===== config.mk =====
export PLATFORM = sky130hd
export DESIGN_NAME = mmio_uart
export DESIGN_NICKNAME = d
export VERILOG_FILES = /design/src/rtl/uart_pkg.sv /design/src/rtl/uart_baud.sv /design/src/rtl/uart_fifo.sv /design/src/rtl/uart_tx.sv /design/src/rtl/uart_rx.sv /design/src/rtl/mmio_uart.sv
export SDC_FILE = /design/constraint.sdc
export NUM_CORES = 1
export LEC_CHECK = 0
export BUFFER_PORTS_ARGS = -buffer_cell sky130_fd_sc_hd__buf_2
export CAP_MARGIN = 0
export CORE_ASPECT_RATIO = 1.4
export CORE_MARGIN = 10
export CORE_UTILIZATION = 55
export CTS_CLUSTER_SIZE = 28
export DETAILED_ROUTE_END_ITERATION = 12
export HOLD_SLACK_MARGIN = 0.15
export PLACE_DENSITY = 0.72
export SETUP_SLACK_MARGIN = 0.15
export SLEW_MARGIN = 20
export SYNTH_ARGS = -nofsm -noshare
export SYNTH_HDL_FRONTEND = slang
export SYNTH_HIERARCHICAL = 1
export SYNTH_SLANG_ARGS = --single-unit

===== constraint.sdc =====
create_clock -name clk_i -period 3.5 [get_ports clk_i]
set_clock_uncertainty 0.05 [all_clocks]
set_input_delay 0.7 -clock clk_i [delete_from_list [all_inputs] [get_ports clk_i]]
set_output_delay 0.7 -clock clk_i [all_outputs]
set_load 0.01 [all_outputs]

===== src/rtl/uart_pkg.sv =====
package uart_pkg;
  localparam logic [2:0] ADDR_DATA  = 3'd0;
  localparam logic [2:0] ADDR_STAT  = 3'd1;
  localparam logic [2:0] ADDR_FLAGS = 3'd2;
  localparam logic [2:0] ADDR_DIVLO = 3'd3;
  localparam logic [2:0] ADDR_DIVMD = 3'd4;
  localparam logic [2:0] ADDR_LCR   = 3'd5;

  typedef struct packed {
    logic [1:0] wlen;
    logic       fifo_en;
    logic       two_stop;
    logic       par_even;
    logic       par_en;
    logic       brk;
  } lcr_t;

  function automatic logic [7:0] word_mask(logic [1:0] w);
    return 8'hFF >> (2'd3 - w);
  endfunction

  function automatic logic [2:0] last_idx(logic [1:0] w);
    return 3'd4 + {1'b0, w};
  endfunction
endpackage


===== src/rtl/uart_baud.sv =====
module uart_baud #(
  parameter int DIV_W = 12
) (
  input  logic             clk_i,
  input  logic             rst_ni,
  input  logic [DIV_W-1:0] div_i,
  output logic             tick_o
);
  logic [DIV_W-1:0] cnt_q;
  assign tick_o = (cnt_q >= div_i);
  always_ff @(posedge clk_i or negedge rst_ni)
    if (!rst_ni)     cnt_q <= '0;
    else if (tick_o) cnt_q <= '0;
    else             cnt_q <= cnt_q + 1'b1;
endmodule


===== src/rtl/uart_fifo.sv =====
module uart_fifo #(
  parameter int W     = 8,
  parameter int DEPTH = 16
) (
  input  logic         clk_i,
  input  logic         rst_ni,
  input  logic         en_i,
  input  logic         push_i,
  input  logic [W-1:0] wdata_i,
  input  logic         pop_i,
  output logic [W-1:0] rdata_o,
  output logic         empty_o,
  output logic         full_o
);
  localparam int AW = (DEPTH > 1) ? $clog2(DEPTH) : 1;
  localparam int CW = $clog2(DEPTH + 1);
  localparam logic [AW-1:0] LAST = AW'(DEPTH - 1);

  logic [W-1:0]  mem_q [DEPTH];
  logic [AW-1:0] wp_q, rp_q;
  logic [CW-1:0] cnt_q;
  logic do_push, do_pop;

  assign empty_o = (cnt_q == '0);
  assign full_o  = en_i ? (cnt_q == CW'(DEPTH)) : !empty_o;
  assign do_push = push_i && !full_o;
  assign do_pop  = pop_i && !empty_o;
  assign rdata_o = mem_q[rp_q];

  always_ff @(posedge clk_i or negedge rst_ni)
    if (!rst_ni) begin
      wp_q <= '0; rp_q <= '0; cnt_q <= '0;
    end else begin
      if (do_push) wp_q <= (wp_q == LAST) ? '0 : wp_q + 1'b1;
      if (do_pop)  rp_q <= (rp_q == LAST) ? '0 : rp_q + 1'b1;
      if (do_push && !do_pop)      cnt_q <= cnt_q + 1'b1;
      else if (do_pop && !do_push) cnt_q <= cnt_q - 1'b1;
    end

  always_ff @(posedge clk_i)
    if (do_push) mem_q[wp_q] <= wdata_i;
endmodule


===== src/rtl/uart_tx.sv =====
module uart_tx import uart_pkg::*; (
  input  logic       clk_i,
  input  logic       rst_ni,
  input  logic       tick_i,
  input  lcr_t       cfg_i,
  input  logic       valid_i,
  input  logic [7:0] data_i,
  output logic       pop_o,
  output logic       tx_o,
  output logic       busy_o
);
  typedef enum logic [2:0] {T_IDLE, T_START, T_DATA, T_PAR, T_STOP} tstate_e;
  tstate_e    st_q;
  logic [3:0] cnt_q;
  logic [2:0] idx_q;
  logic       stop2_q;
  logic [7:0] hold_q;
  logic       pbit, line;

  assign pop_o  = (st_q == T_IDLE) && valid_i;
  assign busy_o = (st_q != T_IDLE);
  assign pbit   = cfg_i.par_even ? ^(hold_q & word_mask(cfg_i.wlen))
                                 : ~^(hold_q & word_mask(cfg_i.wlen));

  always_comb
    case (st_q)
      T_START: line = 1'b0;
      T_DATA:  line = hold_q[idx_q];
      T_PAR:   line = pbit;
      default: line = 1'b1;
    endcase

  always_ff @(posedge clk_i or negedge rst_ni)
    if (!rst_ni) begin
      st_q <= T_IDLE; cnt_q <= '0; idx_q <= '0; stop2_q <= 1'b0;
      hold_q <= '0; tx_o <= 1'b1;
    end else begin
      tx_o <= cfg_i.brk ? 1'b0 : line;
      if (st_q == T_IDLE) begin
        if (valid_i) begin
          hold_q <= data_i; st_q <= T_START; cnt_q <= '0; idx_q <= '0;
        end
      end else if (tick_i) begin
        cnt_q <= cnt_q + 1'b1;
        if (cnt_q == 4'd15)
          case (st_q)
            T_START: st_q <= T_DATA;
            T_DATA: begin
              if (idx_q == last_idx(cfg_i.wlen)) begin
                st_q <= cfg_i.par_en ? T_PAR : T_STOP; stop2_q <= 1'b0;
              end else idx_q <= idx_q + 1'b1;
            end
            T_PAR: begin st_q <= T_STOP; stop2_q <= 1'b0; end
            default: begin
              if (cfg_i.two_stop && !stop2_q) stop2_q <= 1'b1;
              else st_q <= T_IDLE;
            end
          endcase
      end
    end
endmodule


===== src/rtl/uart_rx.sv =====
module uart_rx import uart_pkg::*; (
  input  logic       clk_i,
  input  logic       rst_ni,
  input  logic       tick_i,
  input  lcr_t       cfg_i,
  input  logic       rx_i,
  output logic       push_o,
  output logic [7:0] data_o,
  output logic       ferr_o,
  output logic       perr_o
);
  typedef enum logic [2:0] {R_IDLE, R_START, R_DATA, R_PAR, R_STOP} rstate_e;
  rstate_e    st_q;
  logic [1:0] sync_q;
  logic       rx_s;
  logic [3:0] cnt_q;
  logic [2:0] idx_q;
  logic [7:0] sh_q;
  logic       pbit_q, exp_par;

  assign rx_s    = sync_q[1];
  assign exp_par = cfg_i.par_even ? ^(sh_q & word_mask(cfg_i.wlen))
                                  : ~^(sh_q & word_mask(cfg_i.wlen));

  always_ff @(posedge clk_i or negedge rst_ni)
    if (!rst_ni) begin
      sync_q <= 2'b11; st_q <= R_IDLE; cnt_q <= '0; idx_q <= '0; sh_q <= '0;
      pbit_q <= 1'b0; push_o <= 1'b0; data_o <= '0; ferr_o <= 1'b0; perr_o <= 1'b0;
    end else begin
      sync_q <= {sync_q[0], rx_i};
      push_o <= 1'b0;
      if (st_q == R_IDLE) begin
        if (!rx_s) begin st_q <= R_START; cnt_q <= '0; end
      end else if (tick_i) begin
        cnt_q <= cnt_q + 1'b1;
        case (st_q)
          R_START:
            if (cnt_q == 4'd7) begin
              // half-bit qualification of the start edge
              if (!rx_s) begin st_q <= R_DATA; cnt_q <= '0; idx_q <= '0; sh_q <= '0; end
              else st_q <= R_IDLE;
            end
          R_DATA:
            if (cnt_q == 4'd15) begin
              sh_q[idx_q] <= rx_s;
              if (idx_q == last_idx(cfg_i.wlen)) st_q <= cfg_i.par_en ? R_PAR : R_STOP;
              else idx_q <= idx_q + 1'b1;
            end
          R_PAR:
            if (cnt_q == 4'd15) begin pbit_q <= rx_s; st_q <= R_STOP; end
          default:
            if (cnt_q == 4'd15) begin
              push_o <= 1'b1;
              data_o <= sh_q;
              ferr_o <= !rx_s;
              perr_o <= cfg_i.par_en && (pbit_q != exp_par);
              st_q   <= R_IDLE;
            end
        endcase
      end
    end
endmodule


===== src/rtl/mmio_uart.sv =====
module mmio_uart import uart_pkg::*; #(
  parameter int FIFO_DEPTH = 16,
  parameter int DIV_W      = 12
) (
  input  logic        clk_i,
  input  logic        rst_ni,
  input  logic        wr_i,
  input  logic        rd_i,
  input  logic [2:0]  addr_i,
  input  logic [31:0] wdata_i,
  output logic [31:0] rdata_o,
  input  logic        rx_i,
  output logic        tx_o,
  output logic        rx_irq_o,
  output logic        tx_irq_o
);
  localparam int MID_W = DIV_W - 8;
  localparam int LCR_W = $bits(lcr_t);

  logic [7:0]       div_lo_q;
  logic [MID_W-1:0] div_md_q;
  logic [DIV_W-1:0] div_act_q;
  lcr_t             lcr_q;
  logic [2:0]       rx_stat_q;
  logic             ovr_pend_q;

  logic tick, tx_full, tx_empty, tx_pop, tx_busy, tx_valid;
  logic [7:0] tx_head;
  logic rx_push, rx_full, rx_empty, rx_pop, ferr, perr;
  logic [7:0] rx_byte;
  logic [10:0] rx_head;
  logic wr_data, busy;

  assign wr_data  = wr_i && (addr_i == ADDR_DATA);
  assign rx_pop   = rd_i && (addr_i == ADDR_DATA) && !rx_empty;
  assign tx_valid = !tx_empty;
  assign busy     = tx_busy || !tx_empty;

  always_ff @(posedge clk_i or negedge rst_ni)
    if (!rst_ni) begin
      div_lo_q <= '0; div_md_q <= '0; div_act_q <= '0; lcr_q <= '0;
      rx_stat_q <= '0; ovr_pend_q <= 1'b0;
    end else begin
      if (wr_i && addr_i == ADDR_DIVLO) div_lo_q <= wdata_i[7:0];
      if (wr_i && addr_i == ADDR_DIVMD) div_md_q <= wdata_i[MID_W-1:0];
      if (wr_i && addr_i == ADDR_LCR) begin
        div_act_q <= {div_md_q, div_lo_q};
        lcr_q     <= lcr_t'(wdata_i[LCR_W-1:0]);
      end
      if (rx_pop) rx_stat_q <= rx_head[10:8];
      if (rx_push) ovr_pend_q <= rx_full;
    end

  uart_baud #(.DIV_W(DIV_W)) i_baud (
    .clk_i(clk_i), .rst_ni(rst_ni), .div_i(div_act_q), .tick_o(tick));

  uart_fifo #(.W(8), .DEPTH(FIFO_DEPTH)) i_txf (
    .clk_i(clk_i), .rst_ni(rst_ni), .en_i(lcr_q.fifo_en), .push_i(wr_data),
    .wdata_i(wdata_i[7:0]), .pop_i(tx_pop), .rdata_o(tx_head),
    .empty_o(tx_empty), .full_o(tx_full));

  uart_tx i_tx (
    .clk_i(clk_i), .rst_ni(rst_ni), .tick_i(tick), .cfg_i(lcr_q),
    .valid_i(tx_valid), .data_i(tx_head), .pop_o(tx_pop), .tx_o(tx_o),
    .busy_o(tx_busy));

  uart_rx i_rx (
    .clk_i(clk_i), .rst_ni(rst_ni), .tick_i(tick), .cfg_i(lcr_q), .rx_i(rx_i),
    .push_o(rx_push), .data_o(rx_byte), .ferr_o(ferr), .perr_o(perr));

  uart_fifo #(.W(11), .DEPTH(FIFO_DEPTH)) i_rxf (
    .clk_i(clk_i), .rst_ni(rst_ni), .en_i(lcr_q.fifo_en), .push_i(rx_push),
    .wdata_i({ovr_pend_q, perr, ferr, rx_byte}), .pop_i(rx_pop),
    .rdata_o(rx_head), .empty_o(rx_empty), .full_o(rx_full));

  assign rx_irq_o = !rx_empty;
  assign tx_irq_o = !tx_full;

  always_comb
    case (addr_i)
      ADDR_DATA:  rdata_o = {24'b0, rx_head[7:0]};
      ADDR_STAT:  rdata_o = {29'b0, rx_stat_q};
      ADDR_FLAGS: rdata_o = {26'b0, tx_full, rx_empty, busy, 3'b0};
      ADDR_DIVLO: rdata_o = 32'(div_lo_q);
      ADDR_DIVMD: rdata_o = 32'(div_md_q);
      ADDR_LCR:   rdata_o = 32'(lcr_q);
      default:    rdata_o = '0;
    endcase
endmodule


==> results of run 1 <==
## worst max-delay path, cell delays in order, from the launching register on
cell and delay [ns]:
dfrtp_4 0.49, buf_12 0.16, buf_12 0.13, buf_16 0.13, buf_6 0.12, mux4_2 0.44, nor2b_1 0.15, a221o_1 0.29
a31o_4 0.26, buf_6 0.12
## metrics by stage
| step | util | hold WS (ns) | total power, W |
|---|---|---|---|
| 5_1_grt | 0.6276 | 0.1928 | 0.01346 |
| 2_1_floorplan | - | 0.2952 | 0.007965 |
| 6_report | 0.6276 | 0.2091 | 0.01286 |
| 4_1_cts | 0.6243 | 0.1894 | 0.01298 |
| 3_5_place_dp | 0.5759 | 0.2978 | 0.008644 |
| 3_3_place_gp | 0.5759 | 0.2975 | 0.008565 |
## synth_stat cells (10+ instances only)
cell and n:
buf_6 11, nand2_1 81, nand3_1 16, nor2_1 52
mux2i_1 11, clkbuf_1 13, a221o_1 19, a211oi_1 10
ha_1 37, xnor2_1 32, edfxtp_1 304, nand4_1 10
a21oi_1 19, o21ai_0 64, nor3_1 18, mux2_4 10
dfrtp_1 122, xor2_1 11, nand2b_1 12, buf_2 24
o221ai_1 20, mux4_2 58, buf_4 31, inv_1 62
nor2b_1 21, mux2_2 78
## layout by cell type, fill, tap and decap left out, types with 7 or more instances in the layout
cell type,Yosys,layout
xnor2_1,32,32
clkbuf_1,13,10
a21oi_1,19,16
xor2_1,11,11
nor2b_1,21,21
o221ai_1,20,14
inv_1,62,53
edfxtp_1,304,304
mux2_4,10,12
a21o_1,9,9
buf_6,11,7
o21ai_1,1,9
buf_12,0,8
a221o_1,19,19
nand3_1,16,16
inv_2,0,9
ha_1,37,35
nand2b_1,12,12
a211oi_1,10,10
nor3_1,18,18
nand4_1,10,10
clkbuf_16,0,42
dfrtp_1,122,119
nand2_1,81,80
buf_4,31,72
buf_2,24,23
conb_1,1,24
a31oi_1,9,9
mux2_2,78,76
mux4_2,58,58
mux2i_1,11,11
nor2_1,52,52
o21ai_0,64,55
## layout make-up
cell class / count / share of cell area
flip-flops and latches: 429 / 0.5623
multi-input cells: 720 / 0.2936
clock buffers: 54 / 0.05036
repair buffers: 116 / 0.04732
well taps: 456 / 0.02615
inverters: 62 / 0.01067
clock inverters: 19 / 0.009578
## state kept, by name, summed over array words and instances (netlist names), 4 cells and up
signal,cells
i_txf/rp_q,4
i_rxf/rp_q,4
lcr_q,7
i_txf/mem_q,128
i_txf/wp_q,4
i_baud/cnt_q,12
i_rx/sh_q,8
div_lo_q,8
div_md_q,4
i_rxf/wp_q,4
i_rxf/mem_q,176
i_rxf/cnt_q,5
i_tx/hold_q,8
i_tx/cnt_q,4
i_rx/data_o,8
i_txf/cnt_q,5
div_act_q,12
i_rx/cnt_q,4
## path summary, 6_finish.rpt
check                                                   to                        from  depth (start not counted)  slack, ns
worst min register to register    i_rx/sync_q[1]$_DFF_PN1_    i_rx/sync_q[0]$_DFF_PN1_                          0       0.31
worst max-delay path                            rdata_o[0]   i_rxf/rp_q[0]$_DFFE_PN0P_                          9      -0.09
worst max register to register  i_txf/cnt_q[4]$_DFFE_PN0P_  i_txf/cnt_q[1]$_DFFE_PN0P_                         14       0.31
max in group asynchronous        i_rxf/rp_q[0]$_DFFE_PN0P_                      rst_ni                          3       1.98
min in group asynchronous       i_tx/hold_q[5]$_DFFE_PN0P_                      rst_ni                          2       0.55
worst min-delay path              i_rx/sync_q[0]$_DFF_PN1_                        rx_i                          1       0.21
## routing by layer
| layer | up-vias | global-route usage | wire length (um) |
|---|---|---|---|
| met5 | - | 0 | 13 |
| met4 | 2 | 0.08408 | 1836 |
| met3 | 95 | 0.03119 | 1939 |
| met2 | 311 | 0.3374 | 21990 |
| met1 | 5541 | 0.2221 | 15160 |
| li1 | 4988 | - | - |
## cell families after synthesis
group,share of synthesized area
XOR/XNOR,0.02067
adder cells (fa/ha/maj),0.02605
buffers and inverters,0.04232
AND/OR/NAND/NOR,0.07057
multiplexers,0.1280
other,0.0001942
flip-flops,0.6350
AO/OA/AOI/OAI,0.07718
## what timing repair did
item / in CTS / in global routing
hold endpoints to repair: 28 / 0
hold buffers: 1 / 0
setup endpoints to repair: 10 / 10
gates resized for setup: 40 / 10
pin swaps: 12 / 7
gates cloned: 2 / 1
setup buffers: 18 / 8
## power by group
group / internal, W / switching [W]
logic: 0.00117 / 0.00115
registers: 0.00575 / 0.000477
clock network: 0.00245 / 0.00187
==> run_results.csv, run 1 <==
group,metric,value,unit
clock_network,htree_levels,2,
synth,synth_edf_count,304,
floorplanning,pin_count,75,
placed_design,post-place-ws,-0.04048,ns
floorplanning,core_area,34760,sq um
synth,syn_inst,1274,
sta,drv_slew,0,
cells_and_area,fill_cells,2543,
floorplanning,fp.dieW,178.4,um
synth,syn_area,19310,sq um
floorplanning,die_h,241.7,um
placed_design,dp_cells,1753,
synth,async_flop_share,0.2914,
sta,hold_viol,0,
clock_network,clockBufferDepth,3,
sta,max_slew_margin,0.4502,
run_status,status,"complete, but fails checks",
synth,yosysSeqAreaShare,0.6350,
sta,worst_slack,-0.09494,ns
cells_and_area,final_area,21820,sq um
global_routing,grt_pass1_vias,11250,
placed_design,place_hpwl,27.40,mm
global_routing,grt_pass1_wl,64.39,mm
critical_path,worstPathRequired,2.75,ns
routing,wl_per_cell,22.06,um
pwr,p_leak,7.842,nW
clock_network,clk_latency,0.55,ns
critical_path,cp-end-kind,"output pin",
routing,dr.pass1.iters,5,
global_routing,grtUsageTotal,0.1910,
routing,drt-initial-drc-count,696,
clock_network,cts.sinks,429,
routing,post_drt_via_cell_ratio,5.893,
placed_design,io_buffers,26,
synth,post_synth.cell_area_avg,15.15,sq um
synth,synth_area_leader_cell,"edfxtp_1",
routing,wirelength,40.94,mm
sta,min_period_over_period,1.027,
run_status,violations,"negative setup slack",
pwr,powerDensity,589.7,nW/um^2
hold_path,hp-class,"primary input to register",
sta,worst_pin_slew,0.8217,ns
sta,setup_violations,8,
floorplanning,initial_utilization,0.5554,
critical_path,crit_fanout,8,
synth,synth_cell_type_count,91,
critical_path,setup.worst_path.start_class,"register",
synth,synth_top_area_share,0.4728,
floorplanning,num_rows,81,
clock_network,clk_pin_slew,0.06,ns
synth,synthFlopType,"edfxtp_1",
cells_and_area,seq_area,12270,sq um
placed_design,gp_congestion,0.7934,
cells_and_area,multiInputGateArea,6406,sq um
synth,synth-seq-cells,429,
critical_path,crit_type,"register to output pin",
cells_and_area,layout.nets,1449,
routing,drc,0,
sta,setup_tns,-0.4338,ns
routing,vias,10940,
cells_and_area,final_cells,1856,
cells_and_area,n_antenna_cell,0,
clock_network,tritoncts,"built",
sta,fin_crit,3.595,ns
routing,drtAntennaViolNets,0,
clock_network,cts-root-buf,"clkbuf_16",
critical_path,arrival,2.84,ns
placed_design,placed_cell_area,20020,sq um
sta,rsz0062_at_grt,"true",
synth,yosys_warnings,6,
synth,synth.area.top_cells,"edfxtp_1 47%, dfrtp_1 16%, mux4_2 6.8%",
job,cap_violations,0,
floorplanning,dieArea,43100,sq um
global_routing,grt_overflow_total,0,
cells_and_area,synthToLayoutAreaGrowth,12.99,%
clock_network,cts_buffers,41,
pwr,max-vdd-ir-drop,0.4590,mV
sta,max_freq,278.2,MHz
global_routing,antenna_found_initial,1,
cells_and_area,layout-drive-gt1-share,0.2779,
global_routing,grt_max_degree,95,
Power figures use the tool's default switching activity.
==> run 2: changes to the inputs <==
- CTS_BUF_LIST: unset -> sky130_fd_sc_hd__clkbuf_4 sky130_fd_sc_hd__clkbuf_8
- PLACE_DENSITY: 0.72 -> 0.75
- clock period: 3.5 -> 3.56 ns (I/O delays scaled with it)
==> run 2 against run 1 <==
  * The run still ends with negative setup slack left
  * Core utilization fell by 0.22 points
  * Largest cell class unchanged
  * Hold slack improved by 0.096 ns
  * Via count rose by 0.89%
  * Sequential cell count did not move
  * Sequential power fell by 1%
  * Critical path type unchanged
  * Critical path depth did not move
  * Final cell count rose by 1.8%
  * Power fell by 2.8%
  * Design area fell by 0.36%
==> run_results.csv, run 2 (synthesis gave the netlist of run 1 again) <==
group,metric,value,unit
pwr,swShare,0.2753,
floorplanning,fp.dieW,178.4,um
critical_path,crit_end,"rdata_o[2]",
critical_path,arrival,3.04,ns
cells_and_area,largest_reg_flops,176,
floorplanning,dieArea,43100,sq um
global_routing,antenna_found_initial,0,
routing,drtAntennaViolNets,0,
clock_network,htree_levels,2,
floorplanning,core_area,34760,sq um
pwr,p_leak,7.868,nW
clock_network,clockBufferDepth,3,
critical_path,reg2reg_setup_slack,0.33,ns
cells_and_area,layout_commonest_cell,"edfxtp_1",
clock_network,tritoncts,"built",
critical_path,setup.worst_path.start_class,"register",
cells_and_area,multiInputGateArea,6446,sq um
pwr,p_clk_frac,0.333,
sta,setup_violations,8,
cells_and_area,layout.nets,1464,
sta,max_slew_margin,0.4049,
placed_design,place_hpwl,27.87,mm
sta,min_period_over_period,1.069,
placed_design,placed_cell_area,19990,sq um
cells_and_area,layout-drive-gt1-share,0.2950,
critical_path,worstPathRequired,2.80,ns
cells_and_area,final_area,21740,sq um
cells_and_area,seq_area,12270,sq um
global_routing,grt_max_degree,86,
pwr,max-vdd-ir-drop,0.3924,mV
cells_and_area,n_antenna_cell,0,
floorplanning,initial_utilization,0.5554,
job,cap_violations,0,
sta,worst_slack,-0.2453,ns
cells_and_area,final_cell_mix,"304 x edfxtp_1, 119 x dfrtp_1, 80 x nand2_1, 76 x mux2_2, 68 x buf_4",
floorplanning,num_rows,81,
floorplanning,die_h,241.7,um
global_routing,grt_overflow_total,0,
routing,drc,0,
critical_path,r2r_cells,13,
floorplanning,pin_count,75,
sta,worst_pin_slew,0.8926,ns
sta,rsz0062_at_grt,"true",
pwr,powerDensity,575.3,nW/um^2
clock_network,clk_pin_slew,0.07,ns
sta,drv_slew,0,
pwr,p_int,0.009063,W
routing,wirelength,40.60,mm
clock_network,cts.sinks,429,
clock_network,cts-root-buf,"clkbuf_8",
global_routing,grtUsageTotal,0.1890,
cells_and_area,top_register,"i_rxf/mem_q",
critical_path,cp-end-kind,"output pin",
sta,hold_viol,0,
clock_network,clk_latency,0.66,ns
routing,drt-initial-drc-count,874,
routing,dr.pass1.iters,5,
critical_path,r2r-start,"i_txf/cnt_q[1]$_DFFE_PN0P_",
cells_and_area,largestRegisters,"i_rxf/mem_q (176), i_txf/mem_q (128)",
cells_and_area,fill_cells,2494,
critical_path,crit_type,"register to output pin",
pwr,p_seq_frac,0.492,
critical_path,rr_endpoint,"i_txf/cnt_q[4]$_DFFE_PN0P_",
routing,vias,11030,
cells_and_area,synthToLayoutAreaGrowth,12.59,%
sta,fin_crit,3.805,ns
clock_network,cts_buffers,61,
sta,setup_tns,-1.349,ns
pwr,switchingPower,0.003443,W
routing,post_drt_via_cell_ratio,5.838,
critical_path,crit_fanout,5,
run_status,violations,"negative setup slack",
global_routing,grt_pass1_wl,64.23,mm
critical_path,worstSetupStartpoint,"i_rxf/rp_q[0]$_DFFE_PN0P_",
global_routing,grt_pass1_vias,11470,
pwr,p_comb_frac,0.175,
routing,wl_per_cell,21.48,um
hold_path,hp-class,"register to register",
placed_design,gp_congestion,0.8531,
run_status,status,"complete, but fails checks",
sta,max_freq,262.8,MHz
placed_design,io_buffers,26,
run 2: cell types whose count changed in the layout (fill, tap and decap cells not counted), sizes merged:
cell | previous run | this run
buf | 113 | 109
bufinv | 3 | 6
dlygate4sd3 | 1 | 2
clkinvlp | 1 | 3
inv | 63 | 62
clkinv | 14 | 22
clkbuf | 55 | 81
bufbuf | 1 | 0
run 2: metrics by stage:
step / util / setup slack [ns] / hold slack (ns) / instances / power, W
CTS: 0.6207 / -0.2878 / 0.3059 / 1880 / 0.01262
floorplan: - / 0.4909 / 0.2952 / 1297 / 0.007831
finish: 0.6253 / -0.2453 / 0.3055 / 1890 / 0.01251
detailed placement: 0.5749 / 0.1048 / 0.2972 / 1755 / 0.008430
global route: 0.6253 / -0.3494 / 0.3115 / 1890 / 0.01311
global placement: 0.5749 / 0.2038 / 0.2963 / 1755 / 0.008328
run 2: final cells by class:
cell class	count	area share
sequential	429	0.5643
clock buffer	81	0.04697
tap	456	0.02625
timing repair buffer	111	0.04058
multi-input combinational	720	0.2965
clock inverter	31	0.01468
inverter	62	0.01071
run 2: critical path, cell delays in order (launching register included):
cell and delay (ns):
dfrtp_4 0.54, buf_6 0.16, buf_6 0.11, mux4_2 0.44, nor2b_4 0.14, a221o_1 0.29
mux2_4 0.27, a32oi_1 0.15, o21ai_1 0.12, buf_2 0.16
run 2: routing by layer:
layer / GRT usage / share of wire
met5: 0 / 0
met4: 0.08628 / 0.043
met3: 0.02963 / 0.047
met2: 0.3357 / 0.54
met1: 0.2174 / 0.37
run 2: timing repair:
item                       4_1_cts  5_1_grt
cloned                           0        0
hold buffers                     2        0
setup endpoints to repair        9       17
hold endpoints to repair        75        0
buffers inserted                11       10
pin swaps                        8        6
resized for setup               39       21
run 2: power groups by stage:
stage	Sequential, W	Combinational, W	Clock [W]
2_1_floorplan	0.00598	0.00185	0
3_3_place_gp	0.00623	0.00210	0
3_5_place_dp	0.00625	0.00218	0
4_1_cts	0.00615	0.00220	0.00426
5_1_grt	0.00621	0.00242	0.00447
6_report	0.00615	0.00219	0.00417
run 2: worst min-delay path by stage:
| stage | start | endpoint | slack, ns | cells after the start |
|---|---|---|---|---|
| 3_3_place_gp | i_rx/sync_q[0]$_DFF_PN1_ | i_rx/sync_q[1]$_DFF_PN1_ | 0.30 | 0 |
| 6_report | i_rx/sync_q[0]$_DFF_PN1_ | i_rx/sync_q[1]$_DFF_PN1_ | 0.31 | 0 |
| 4_1_cts | i_rx/sync_q[0]$_DFF_PN1_ | i_rx/sync_q[1]$_DFF_PN1_ | 0.31 | 0 |
| 2_1_floorplan | i_rx/sync_q[0]$_DFF_PN1_ | i_rx/sync_q[1]$_DFF_PN1_ | 0.30 | 0 |
| 3_5_place_dp | i_rx/sync_q[0]$_DFF_PN1_ | i_rx/sync_q[1]$_DFF_PN1_ | 0.30 | 0 |
| 5_1_grt | i_rx/sync_q[0]$_DFF_PN1_ | i_rx/sync_q[1]$_DFF_PN1_ | 0.31 | 0 |
==> run 3: changes to the inputs <==
- ABC_AREA: unset -> 1
- CORE_UTILIZATION: 55 -> 35
- PLACE_DENSITY: 0.75 -> 0.53
- SLEW_MARGIN: 20 -> unset
==> run 3 against run 2 <==
  * The run now ends clean
  * Global-route usage shrank 4.5 points
  * Power grew 4.9%
  * Fmax grew 16%
  * Count of clock-buffer cells in the layout grew 33
  * Clock power grew 11%
  * Via count grew 40%
  * Hold slack gained 0.0015 ns
  * Final cell count grew 79%
==> run_results.csv, run 3 <==
group,metric,value,unit
cells_and_area,seq_area,12260,sq um
sta,hold_viol,0,
routing,wl_per_cell,15.37,um
pwr,p_leak,11.20,nW
cells_and_area,top_register,"i_rxf/mem_q",
sta,worst_slack,0.2749,ns
clock_network,clk_latency,0.67,ns
sta,min_period_over_period,0.9228,
critical_path,crit_type,"register to output pin",
routing,wirelength,51.96,mm
critical_path,cpPeakStageDelay,0.50,ns
cells_and_area,largestRegisters,"i_rxf/mem_q (176), i_txf/mem_q (128)",
pwr,swShare,0.3143,
synth,synth_edf_count,304,
floorplanning,num_rows,106,
sta,max_slew_margin,0.3539,
critical_path,crit_fanout,15,
cells_and_area,final_cell_mix,"830 x nand2_1, 414 x inv_1, 304 x edfxtp_1, 255 x nand3_1",
critical_path,r2r-start,"i_rxf/cnt_q[1]$_DFFE_PN0P_",
synth,async_flop_share,0.2914,
placed_design,place_hpwl,34.16,mm
critical_path,worstSetupStartpoint,"i_rxf/rp_q[0]$_DFFE_PN0P_",
pwr,switchingPower,0.004124,W
routing,post_drt_via_cell_ratio,4.569,
cells_and_area,synthToLayoutAreaGrowth,13.31,%
global_routing,grt_max_degree,99,
routing,vias,15440,
synth,post_synth.cell_area_avg,8.740,sq um
clock_network,cts_buffers,73,
synth,synth.area.top_cells,"edfxtp_1 43%, nand2_1 15%, dfrtp_1 14%",
clock_network,tritoncts,"built",
floorplanning,dieArea,71050,sq um
sta,fin_crit,3.285,ns
synth,yosys-top-cells-count,"843 x nand2_1, 415 x inv_1, 304 x edfxtp_1",
placed_design,io_buffers,26,
pwr,powerDensity,545.4,nW/um^2
pwr,p_clk_frac,0.354,
synth,synthMostInstantiatedCell,"nand2_1",
synth,synth_cell_type_count,44,
routing,drtAntennaViolNets,0,
floorplanning,fp.dieW,228.1,um
global_routing,antenna_found_initial,4,
critical_path,cp-end-kind,"output pin",
sta,rsz0062_at_grt,"true",
pwr,p_comb_frac,0.197,
sta,setup_violations,0,
clock_network,htree_levels,3,
hold_path,worstHoldPathCells,0,
routing,dr.pass1.iters,5,
synth,yosysSeqAreaShare,0.5775,
floorplanning,die_h,311.4,um
pwr,p_seq_frac,0.449,
synth,synth-seq-cells,429,
sta,setup_tns,0,ns
critical_path,cpMaxStageDelayCell,"dfrtp_2",
synth,synthFlopType,"edfxtp_1",
cells_and_area,layout_commonest_cell,"nand2_1",
cells_and_area,multiInputGateArea,6814,sq um
pwr,p_int,0.008996,W
sta,worst_pin_slew,0.9691,ns
critical_path,path_cells,"inv_8, buf_16, buf_4, nand2_1, nand3_1, nand3_1, nand3_1, nand2_1, inv_1, nor2_1, nor2_1, nand2_2, buf_2",
hold_path,hp-class,"register to register",
routing,drc,0,
cells_and_area,fill_cells,5996,
hold_path,hold_start,"i_rx/sync_q[0]$_DFF_PN1_",
synth,yosys_warnings,6,
critical_path,arrival,2.52,ns
critical_path,worstPathRequired,2.80,ns
run_status,status,"complete, no violations",
global_routing,grt_pass1_vias,15250,
global_routing,grt_overflow_total,0,
synth,synth_area_leader_cell,"edfxtp_1",
job,cap_violations,0,
clock_network,cts.sinks,429,
critical_path,r2r_cells,14,
clock_network,cts-root-buf,"clkbuf_8",
cells_and_area,layout-drive-gt1-share,0.1129,
clock_network,clk_pin_slew,0.06,ns
floorplanning,pin_count,75,
floorplanning,core_area,59950,sq um
cells_and_area,layout.nets,2587,
sta,max_freq,304.4,MHz
placed_design,placed_cell_area,22220,sq um
clock_network,clockBufferDepth,3,
placed_design,gp_congestion,0.8337,
pwr,max-vdd-ir-drop,0.2953,mV
placed_design,post-place-ws,0.3938,ns
global_routing,grtUsageTotal,0.1441,
routing,drt-initial-drc-count,821,
sta,drv_slew,0,
synth,synth_top_area_share,0.4300,
critical_path,crit_top_cell,"nand3_1",
cells_and_area,final_area,24050,sq um
cells_and_area,largest_reg_flops,176,
synth,syn_area,21230,sq um
synth,syn_inst,2429,
global_routing,grt_pass1_wl,81.94,mm
critical_path,setup.worst_path.start_class,"register",
floorplanning,initial_utilization,0.3541,
run 3: cell types whose count changed after synthesis, moves of 14 or more:
cell      delta
nand3_1    +241
nor2_1      +68
mux2_2      -77
mux4_2      -58
nor2b_1     -21
xnor2_1     -25
inv_1      +353
o21ai_1     +28
nand2_1    +762
a221o_1     -19
o221ai_1    -20
nor3_1      -14
buf_2       +25
inv_2       +15
run 3: layout make-up:
class                           instances  share of cell area
Antenna cell                            1           0.0001040
Timing Repair Buffer                   87             0.03152
Timing Repair inverter                  1           0.0004681
Clock inverter                         22            0.006970
Tap cell                              810             0.04213
Inverter                              434             0.06830
Clock buffer                          114             0.05743
Multi-Input combinational cell       1482              0.2833
Sequential cell                       429              0.5098
run 3: power groups by stage:
stage	clock network (W)	logic, W	registers, W
2_1_floorplan	0	0.00195	0.00589
3_5_place_dp	0	0.00260	0.00599
6_report	0.00464	0.00259	0.00589
4_1_cts	0.00480	0.00262	0.00589
3_3_place_gp	0	0.00255	0.00598
5_1_grt	0.00503	0.00300	0.00593
run 3: logic make-up after synthesis:
group,synth area share
buffers and inverters,0.1077
muxes,0.0005304
DFF,0.5775
adders and majority gates,0.02369
and+or+nand+nor,0.2530
other,0.0001766
xor gates and xnor gates,0.009489
AOI/OAI and AO/OA,0.02782
run 3: path summary, 6_finish.rpt:
check / endpoint / slack, ns
max: rdata_o[3] / 0.27
min: i_rx/sync_q[1]$_DFF_PN1_ / 0.31
max reg2reg: i_rxf/cnt_q[3]$_DFFE_PN0P_ / 0.82
min reg2reg: i_rx/sync_q[1]$_DFF_PN1_ / 0.31
max in group asynchronous: i_rx/idx_q[1]$_DFFE_PN0P_ / 2.11
min in group asynchronous: div_act_q[11]$_DFFE_PN0P_ / 0.45
run 3: timing repair:
action                                  CTS  global route
endpoints found under the hold margin    28             0
gates resized for setup                  16            20
pin swaps                                 0             1
cloned                                    1             3
hold buffers                              2             0
buffers inserted                          5             2
endpoints found under the setup margin    8             8
run 3: stage by stage:
step / hold slack, ns / utilization / std cells / total power (W)
after floorplan: 0.2952 / - / 2452 / 0.007837
after global placement: 0.2969 / 0.3706 / 3230 / 0.008528
after detailed placement: 0.3000 / 0.3706 / 3230 / 0.008597
after CTS: 0.3082 / 0.3988 / 3374 / 0.01332
after global routing: 0.3088 / 0.4013 / 3380 / 0.01396
final: 0.3070 / 0.4013 / 3380 / 0.01312
run 3: critical path: cells and delay by family, from the launching register on:
kind | cells | cell delay (ns)
AND/OR/NAND/NOR | 8 | 0.67
flip-flops | 1 | 0.50
buffers and inverters | 5 | 0.69
run 3: metal layers:
layer | vias to the layer above | share of wire | track usage
met2 | 320 | 0.52 | 0.2639
met3 | 101 | 0.045 | 0.02644
met4 | 4 | 0.034 | 0.06572
met1 | 7254 | 0.40 | 0.1587
met5 | - | 0.00031 | 0
li1 | 7765 | - | -
